`src/rtl/mii_rx_assembler.sv`:
```
module mii_rx_assembler #(
  parameter int          NIB_W   = 4,
  parameter logic [3:0]  PRE_NIB = 4'h5,
  parameter logic [3:0]  SFD_NIB = 4'hD
) (
  input  logic                 clk,
  input  logic                 rst_n,
  input  logic [NIB_W-1:0]     rxd,
  input  logic                 rx_dv,
  input  logic                 rx_er,
  input  logic                 crs,
  input  logic                 col,
  output logic [2*NIB_W-1:0]   byte_data,
  output logic                 byte_valid,
  output logic                 byte_first,
  output logic                 byte_last,
  output logic                 frame_error,
  output logic                 frame_align,
  output logic                 frame_collision,
  output logic                 medium_busy,
  output logic                 collision_now
);
  localparam int BYTE_W = 2 * NIB_W;

  logic              in_frame, prev_pre, have_lo;
  logic [NIB_W-1:0]  lo_nib;
  logic              pend_v, pend_first;
  logic [BYTE_W-1:0] pend_byte;
  logic              err_seen, col_seen;

  wire sfd_hit = rx_dv && prev_pre && (rxd == NIB_W'(SFD_NIB));

  always_ff @(posedge clk or negedge rst_n) begin
    if (!rst_n) begin
      in_frame <= 1'b0; prev_pre <= 1'b0; have_lo <= 1'b0; lo_nib <= '0;
      pend_v <= 1'b0; pend_first <= 1'b0; pend_byte <= '0;
      err_seen <= 1'b0; col_seen <= 1'b0;
      byte_data <= '0; byte_valid <= 1'b0; byte_first <= 1'b0; byte_last <= 1'b0;
      frame_error <= 1'b0; frame_align <= 1'b0; frame_collision <= 1'b0;
      medium_busy <= 1'b0; collision_now <= 1'b0;
    end else begin
      medium_busy     <= crs;
      collision_now   <= col;
      byte_valid      <= 1'b0;
      byte_first      <= 1'b0;
      byte_last       <= 1'b0;
      frame_error     <= 1'b0;
      frame_align     <= 1'b0;
      frame_collision <= 1'b0;
      if (!in_frame) begin
        prev_pre <= rx_dv && (rxd == NIB_W'(PRE_NIB));
        if (sfd_hit) begin
          in_frame   <= 1'b1;
          have_lo    <= 1'b0;
          pend_v     <= 1'b0;
          pend_first <= 1'b1;
          err_seen   <= rx_er;
          col_seen   <= col;
        end
      end else if (rx_dv) begin
        err_seen <= err_seen | rx_er;
        col_seen <= col_seen | col;
        if (!have_lo) begin
          lo_nib  <= rxd;
          have_lo <= 1'b1;
        end else begin
          have_lo <= 1'b0;
          if (pend_v) begin
            byte_data  <= pend_byte;
            byte_valid <= 1'b1;
            byte_first <= pend_first;
            pend_first <= 1'b0;
          end
          pend_byte <= {rxd, lo_nib};
          pend_v    <= 1'b1;
        end
      end else begin
        in_frame <= 1'b0;
        prev_pre <= 1'b0;
        have_lo  <= 1'b0;
        pend_v   <= 1'b0;
        if (pend_v) begin
          byte_data       <= pend_byte;
          byte_valid      <= 1'b1;
          byte_first      <= pend_first;
          byte_last       <= 1'b1;
          frame_error     <= err_seen;
          frame_align     <= have_lo;
          frame_collision <= col_seen;
        end
      end
    end
  end

  AST_MARKS_NEED_VALID: assert property (@(posedge clk) disable iff (!rst_n)
    (byte_first || byte_last) |-> byte_valid);
  AST_ERROR_ON_LAST: assert property (@(posedge clk) disable iff (!rst_n)
    frame_error |-> byte_last);
  AST_ALIGN_ON_LAST: assert property (@(posedge clk) disable iff (!rst_n)
    frame_align |-> byte_last);
  AST_COLLISION_ON_LAST: assert property (@(posedge clk) disable iff (!rst_n)
    frame_collision |-> byte_last);
  AST_BYTE_INSIDE_FRAME: assert property (@(posedge clk) disable iff (!rst_n)
    byte_valid |-> $past(in_frame));
  AST_BUSY_TRACKS_CRS: assert property (@(posedge clk) disable iff (!rst_n)
    rst_n |=> (medium_busy == $past(crs)));
endmodule

```
`config.mk`:
```
export PLATFORM = sky130hd
export DESIGN_NAME = mii_rx_assembler
export DESIGN_NICKNAME = d
export VERILOG_FILES = /design/src/rtl/mii_rx_assembler.sv
export SDC_FILE = /design/constraint.sdc
export NUM_CORES = 1
export LEC_CHECK = 0
export ABC_CLOCK_PERIOD_IN_PS = 3730
export BUFFER_PORTS_ARGS = -buffer_cell sky130_fd_sc_hd__buf_2
export CAP_MARGIN = 20
export CORE_AREA = 2 2 56 58
export CTS_BUF_LIST = sky130_fd_sc_hd__clkbuf_16
export DETAILED_ROUTE_END_ITERATION = 12
export DIE_AREA = 0 0 58 60
export PLACE_DENSITY_LB_ADDON = 0.3
export SETUP_SLACK_MARGIN = 0.1
export SYNTH_ARGS = -nofsm -noshare
export SYNTH_HDL_FRONTEND = slang
export SYNTH_SLANG_ARGS = --single-unit
```
`constraint.sdc`:
```
create_clock -name clk -period 3.73 [get_ports clk]
set_input_delay 0.373 -clock clk [delete_from_list [all_inputs] [get_ports clk]]
set_output_delay 0.373 -clock clk [all_outputs]
set_load 0.05 [all_outputs]
```
### Yosys cells after proc, flatten, opt, wreduce, memory -nomap -nowiden

Index checks and enable logic that the tools add are counted.
Widths: inputs -> output; s select.

| storage, ports and cells | value |
|---|---|
| bits in registers | 35 |
| word-level logic and storage cells | 84 |

| cells by class | value |
|---|---|
| equal/unequal tests | 8 |
| multiplexer cells | 45 |
| bitwise logic cells | 3 |
| reduce and logical (&&, ||, !) cells | 10 |

Operator list:

| operator | count |
|---|---|
| $mux 1 | 42 |
| $mux 8 | 3 |
| $ne 2x1->1 const B | 3 |
| $reduce_and 2->1 | 3 |
| $reduce_and 3->1 | 2 |
| $eq 4x3->1 const B | 1 |
| $eq 4x4->1 const B | 1 |
| $ne 2x2->1 const B | 2 |
| $reduce_and 4->1 | 1 |
| $logic_and 1x1->1 | 3 |
| $ne 3x2->1 const B | 1 |
| $or 1x1->1 | 2 |
| $reduce_bool 2->1 | 1 |
| $not 1->1 | 1 |

### Longest topological paths before layout

Gate-level depths: netlist (run 1).

| logic depth | value |
|---|---|
| depth in word-level cells | 4 |
| mapped depth | 4 |
| gate-level depth less buffers | 3 |

### Worst setup path after synthesis (run 1)

No wires, ideal clock.

| timing | value |
|---|---|
| path type | input port to flip-flop |
| start point | input rx_dv |
| end point | register byte_data[0] |
| setup time | 0.125 ns |
| arrival time | 1.122 ns |
| required time | 3.605 ns |
| setup slack | 2.483 ns |
| stages on the path | 4 |
| path buffers | 1 |
| cell sequence | buf_6 > nor2b_4 > nor2_8 > mux2_4 |

| between the ends | value |
|---|---|
| cells in the longest elaborated chain, start to end | 2 |
| elaborated cells on any way between the ends | 3 |

Ends and longest elaborated chain:

| item | RTL line | RTL |
|---|---|---|
| start, declared | 9 | `input logic rx_dv,` |
| $ne 2x1->1 (no line) | - |  |
| $reduce_and 2->1 (no line) | - |  |
| end signal, assigned | 69 | `byte_data <= pend_byte;` |
| end signal, assigned | 83 | `byte_data <= pend_byte;` |
| end, declared | 13 | `output logic [2*NIB_W-1:0] byte_data,` |

Parallel ways exist; a longest one is shown, timed or not.
A chain may end at the register's enable or synchronous reset.

### Final worst setup path (run 1)

| timing | value |
|---|---|
| start point | register in_frame |
| end point | register byte_data[3] |

| between the ends | value |
|---|---|
| cells in the longest elaborated chain, start to end | 1 |

Ends and longest elaborated chain:

| item | RTL line | RTL |
|---|---|---|
| start, declared | 25 | `logic in_frame, prev_pre, have_lo;` |
| start signal, assigned | 35 | `in_frame <= 1'b0; prev_pre <= 1'b0; have_lo <= 1'b0; lo_nib <= '0;` |
| start signal, assigned | 53 | `in_frame <= 1'b1;` |
| start signal, assigned | 78 | `in_frame <= 1'b0;` |
| $reduce_and 2->1 (no line) | - |  |

No other way between the ends.

==> results of run 1 <==
==> flip-flops by register name, indices dropped and copies added (netlist names) <==
signal	count
have_lo	1
lo_nib	4
col_seen	1
pend_first	1
err_seen	1
byte_valid	1
collision_now	1
pend_byte	8
medium_busy	1
pend_v	1
frame_align	1
frame_collision	1
in_frame	1
prev_pre	1
frame_error	1
byte_first	1
byte_last	1
byte_data	8
==> critical path, cell delays in order, from the launching register on <==
cell	delay, ns
dfrtp_1	0.57
nand2_2	0.17
nor2_8	0.28
mux2_4	0.33
==> synthesized netlist by cell type, types with 2 or more instances <==
cell type,count
a21oi_1,2
and2_1,4
buf_6,2
dfrtp_1,35
inv_1,3
mux2_2,8
mux2_4,12
nand2_1,3
nand3_1,2
nor2_1,2
o21ai_0,7
o221ai_1,2
==> power groups by stage <==
stage / clock network, mW / logic [mW] / registers (mW)
2_1_floorplan: 0 / 0.0144 / 0.401
3_3_place_gp: 0 / 0.0333 / 0.399
3_5_place_dp: 0 / 0.0341 / 0.399
4_1_cts: 0.381 / 0.0346 / 0.392
5_1_grt: 0.396 / 0.0384 / 0.393
6_report: 0.373 / 0.0339 / 0.392
==> layer usage <==
metal  share of wire (%)  routed length (um)  GRT usage (%)  up-vias
met4                 1.4                  33           5.98        0
met2                  49                1140           23.7       29
met5                   0                   0              0        -
met1                  43                 999           20.8      420
met3                 5.8                 134           6.71        5
li1                    -                   -              -      383
==> final timing paths <==
| check | endpoint | slack [ns] | cells past startpoint |
|---|---|---|---|
| worst max-delay path | byte_data[3]$_DFFE_PN0P_ | 2.27 | 3 |
| worst min-delay path | byte_data[0]$_DFFE_PN0P_ | 0.16 | 1 |
| worst max register to register | byte_data[3]$_DFFE_PN0P_ | 2.27 | 3 |
| worst min register to register | byte_first$_DFF_PN0_ | 0.50 | 1 |
| max in group asynchronous | byte_data[5]$_DFFE_PN0P_ | 3.09 | 1 |
| min in group clk | medium_busy$_DFF_PN0_ | 0.21 | 1 |
==> cell families after synthesis <==
| kind of cell | share of synthesized area (%) |
|---|---|
| multiplexers | 19.4 |
| buffers and inverters | 2.43 |
| AO/OA/AOI/OAI | 5.48 |
| AND/OR/NAND/NOR | 9.79 |
| flip-flops | 62.9 |
==> per-stage QoR <==
stage	total power, mW	cells	hold WS [ns]
after floorplan	0.416	92	0.0774
after global placement	0.432	148	0.476
after detailed placement	0.433	148	0.476
after CTS	0.808	156	0.189
after global routing	0.827	156	0.199
final	0.799	156	0.164
==> final cells by class <==
class | instances | share of cell area (%)
clock buffer | 5 | 7.48
clock inverter | 3 | 0.673
inverter | 3 | 0.673
multi-input combinational | 52 | 28.9
sequential | 35 | 52.4
tap | 33 | 2.47
timing repair buffer | 25 | 7.48
==> reports/results.tsv, run 1 <==
metric	value	unit
r2r-start	in_frame$_DFF_PN0_	
period_needed	1.46	ns
crit_path_start_kind	flop	
numCtsBuffers	5	
first_pass_iters	4	
comb_power_share	4.2	%
cts_tree	done	
yosysTopAreaCell	dfrtp_1	
yosys-top-cells-area	dfrtp_1 (63%), mux2_4 (13%), mux2_2 (6.5%), o21ai_0 (2.5%), and2_1 (1.8%)	
period_share	39.2	%
cts_resized	0	
p_seq_share	49.1	%
hold_buffers	0	
fin_skew	0.00215	ns
grt_max_degree	36	
fin_util	57.6	%
grt_overflow	0	
drv_cap	0	
wl_per_cell	14.8	um
synth_top_cell_area_share	62.9	%
clk_latency	0.27	ns
ys_ff_latch	35	
layout-drive-gt1-share	45.5	%
clock.fmax	0.683	GHz
pwr-share-clk	46.7	%
drv_slew	0	
ff_latch_area	876	um2
ys.flop_type	dfrtp_1	
via_per_inst	5.37	
setup_tns	0	ns
cts_max_path_buffers	2	
cp.arrival	1.62	ns
start_util	48.0	%
rows	20	
switching_share	20.1	%
area_growth	20.1	%
ant_nets	0	
rsz0062_at_grt	no	
synth_cell_types	22	
grt_use_total	15.9	%
antenna_found_initial	0	
io-pin-count	26	
hold_viol	0	
hold_path_class	in -> async	
synth_edf_count	0	
post-cts-setup-buffer-count	0	
syn-mean-instance-area	15.1	um2
drcViolationCount	0	
setup_violations	0	
critical_path_class	reg -> reg	
gp_congestion	0.816	
internal_power	0.638	mW
crit_required	3.88	ns
synthArstFlopShare	100	%
fillers	237	
yosys_warnings	0	
critPathCaptureType	flop	
num_vias	837	
power_density	478	mW/mm2
status	finished, final reports clean	
die_y	60	um
grt_pass1_vias	823	
fin_nets	132	
grt_pass1_wl	3890	um
worstMarginPinSlew	0.738	ns
dp_slack	2.28	ns
power.net_switching	0.161	mW
die_area	0.00348	mm2
layout_setup_ws	2.27	ns
first_iter_violations	34	
cts_max_level	2	
syn_nets	102	
ys_seq_area_share	62.9	%
slew_headroom	50.8	%
wl	2310	um
cts.sinks	35	
port_buffers	25	
clkTransAtPathRegs	0.05	ns
place_area	0.00154	mm2
root_buffer	clkbuf_16	
power.leakage	0.902	nW
multiInputGateArea	483	um2
core	0.00290	mm2
synth.cell_area	0.00139	mm2
path_max_fanout	10	
stdcell_area	0.00167	mm2
layout_commonest_cell	dfrtp_1	
syn_inst	92	
die_w	58	um
crit_start	in_frame$_DFF_PN0_	
vdd_drop_max	415	uV
hpwl	1560	um
most-common-layout-cells	dfrtp_1 (35), buf_2 (25), mux2_4 (12), mux2_2 (8), o21ai_0 (7)	
diodes	0	
Note: power is estimated with default switching activity, not from simulation.
==> run 2, diff against run 1 <==
--- a/config.mk
+++ b/config.mk
@@ -5,7 +5,7 @@
 export SDC_FILE = /design/constraint.sdc
 export NUM_CORES = 1
 export LEC_CHECK = 0
-export ABC_CLOCK_PERIOD_IN_PS = 3730
+export ABC_CLOCK_PERIOD_IN_PS = 1360
 export BUFFER_PORTS_ARGS = -buffer_cell sky130_fd_sc_hd__buf_2
 export CAP_MARGIN = 20
 export CORE_AREA = 2 2 56 58
==> constraint.sdc (replaced) <==
create_clock -name clk -period 1.36 [get_ports clk]
set_input_delay 0.136 -clock clk [delete_from_list [all_inputs] [get_ports clk]]
set_output_delay 0.136 -clock clk [all_outputs]
set_load 0.05 [all_outputs]
==> run 2 against run 1 <==
Sequential cell count is the same. Core utilization grew 2.2 points. Cell area grew 3.9%. Power grew to 2.8 times the previous value. Via count shrank 1.2%. Count of clock-buffer cells in the layout is the same. Largest power group unchanged.
==> reports/results.tsv, run 2 (same netlist as run 1, synthesis figures left out) <==
metric	value	unit
drv_slew	0	
top_usage_layer	met2	
cp.arrival	1.40	ns
numCtsBuffers	5	
antenna_found_initial	0	
vdd_drop_max	1210	uV
power.leakage	0.933	nW
wl	2350	um
switching_share	21.1	%
pwr-share-clk	47.4	%
clock.fmax	0.803	GHz
fin_nets	138	
cp.buffers_inverters	0	
met3_usage	6.71	%
worstMarginPinSlew	0.422	ns
power.net_switching	0.472	mW
hold_path_class	in -> reg	
post-cts-setup-buffer-count	0	
layout-drive-gt1-share	48.8	%
whs	0.126	ns
drcViolationCount	0	
die_area	0.00348	mm2
critPathMaxStageDelay	0.46	ns
cts_max_path_buffers	2	
fillers	225	
setup_violations	0	
internal_power	1.77	mW
cts_tree	done	
cts_max_level	2	
grtUsageMet1	19.7	%
comb_power_share	4.5	%
power_density	1290	mW/mm2
cts.sinks	35	
layout_commonest_cell	dfrtp_1	
area_growth	24.8	%
diodes	0	
die_y	60	um
path_delay_family	flip-flops	
crit_path_top_delay_cell	dfrtp_2	
grt_pass1_vias	802	
first_iter_violations	30	
most-common-layout-cells	dfrtp_1 (34), buf_2 (25), mux2_4 (12), mux2_2 (8), o21ai_0 (7)	
via_per_inst	5.10	
clk_latency	0.28	ns
io-pin-count	26	
grt_use_total	15.6	%
die_w	58	um
rsz0062_at_grt	yes	
period_share	91.5	%
start_util	48.0	%
ant_nets	0	
critical_path_class	reg -> reg	
wl_per_cell	14.5	um
drv_cap	0	
first_pass_iters	4	
top_regs	byte_data: 8 flops, pend_byte: 8 flops, lo_nib: 4 flops	
p_seq_share	48.1	%
fin_skew	0.00660	ns
path_max_fanout	6	
period_needed	1.24	ns
core	0.00290	mm2
gp_congestion	0.732	
num_vias	827	
clkTransAtPathRegs	0.05	ns
crit_path_start_kind	flop	
place_inst	151	
grt_max_degree	36	
critPathCaptureType	flop	
crit_required	1.52	ns
grt_use_met2	22.7	%
port_buffers	25	
slew_headroom	71.9	%
status	finished, final reports clean	
grt_pass1_wl	3780	um
hpwl	1580	um
setup_tns	0	ns
rows	20	
final_cells	162	
root_buffer	clkbuf_16	
worstPathCellList	nor2b_4, nand2_4, mux2_4	
grt_overflow	0	
hold_viol	0	
==> run 2: changes by cell type in the layout (fill, tap and decap cells not counted) <==
cell           change
nand3_2            -1
nand3_4            +1
dlygate4sd3_1      +3
dfrtp_1            -1
clkinv_2           +3
inv_1              -1
dfrtp_2            +1
buf_4              +3
clkinv_1           -2
==> run 2: path summary, 6_finish.rpt <==
kind | from | endpoint | slack, ns | cells after the start
worst max-delay path | have_lo$_DFFE_PN0P_ | lo_nib[3]$_DFFE_PN0P_ | 0.12 | 3
worst min-delay path | rxd[0] | lo_nib[0]$_DFFE_PN0P_ | 0.13 | 2
worst min register to register | pend_byte[1]$_DFFE_PN0P_ | byte_data[1]$_DFFE_PN0P_ | 0.50 | 1
worst max register to register | have_lo$_DFFE_PN0P_ | lo_nib[3]$_DFFE_PN0P_ | 0.12 | 3
max in group asynchronous | rst_n | have_lo$_DFFE_PN0P_ | 0.61 | 3
min in group asynchronous | rst_n | byte_data[2]$_DFFE_PN0P_ | 0.41 | 3
==> run 2: cell type report <==
cell class	count	area, um2	share of cell area [%]
clock buffers	5	125	7.20
flip-flops and latches	35	877	50.5
well taps	33	41.3	2.38
clock inverters	3	15.0	0.864
repair buffers	31	178	10.2
multi-input cells	52	490	28.2
inverters	3	11.3	0.648
==> run 2: repair_timing <==
item	CTS	global route
hold buffers	3	0
pin swaps	0	1
endpoints found under the setup margin	1	7
resized for setup	1	1
hold endpoints to repair	37	0
==> run 2: stage by stage <==
step / power, mW / cell area [um2] / util, % / worst slack (ns)
2_1_floorplan: 1.14 / 1390 / - / 0.174
5_1_grt: 2.33 / 1740 / 59.9 / 0.0947
4_1_cts: 2.26 / 1730 / 59.6 / 0.133
3_3_place_gp: 1.18 / 1560 / 53.7 / 0.150
6_report: 2.24 / 1740 / 59.9 / 0.115
3_5_place_dp: 1.19 / 1560 / 53.7 / 0.108
==> run 2: metal layers <==
| metal | routed length [um] | vias to the layer above |
|---|---|---|
| met5 | 0 | - |
| met4 | 25 | 0 |
| met3 | 137 | 4 |
| met2 | 1150 | 28 |
| met1 | 1040 | 403 |
| li1 | - | 392 |
==> run 2: power groups by stage <==
stage	clock network, mW	logic (mW)	registers, mW
floorplan	0	0.0394	1.10
global placement	0	0.0931	1.09
global route	1.14	0.115	1.08
detailed placement	0	0.0954	1.09
finish	1.06	0.101	1.08
CTS	1.08	0.103	1.08
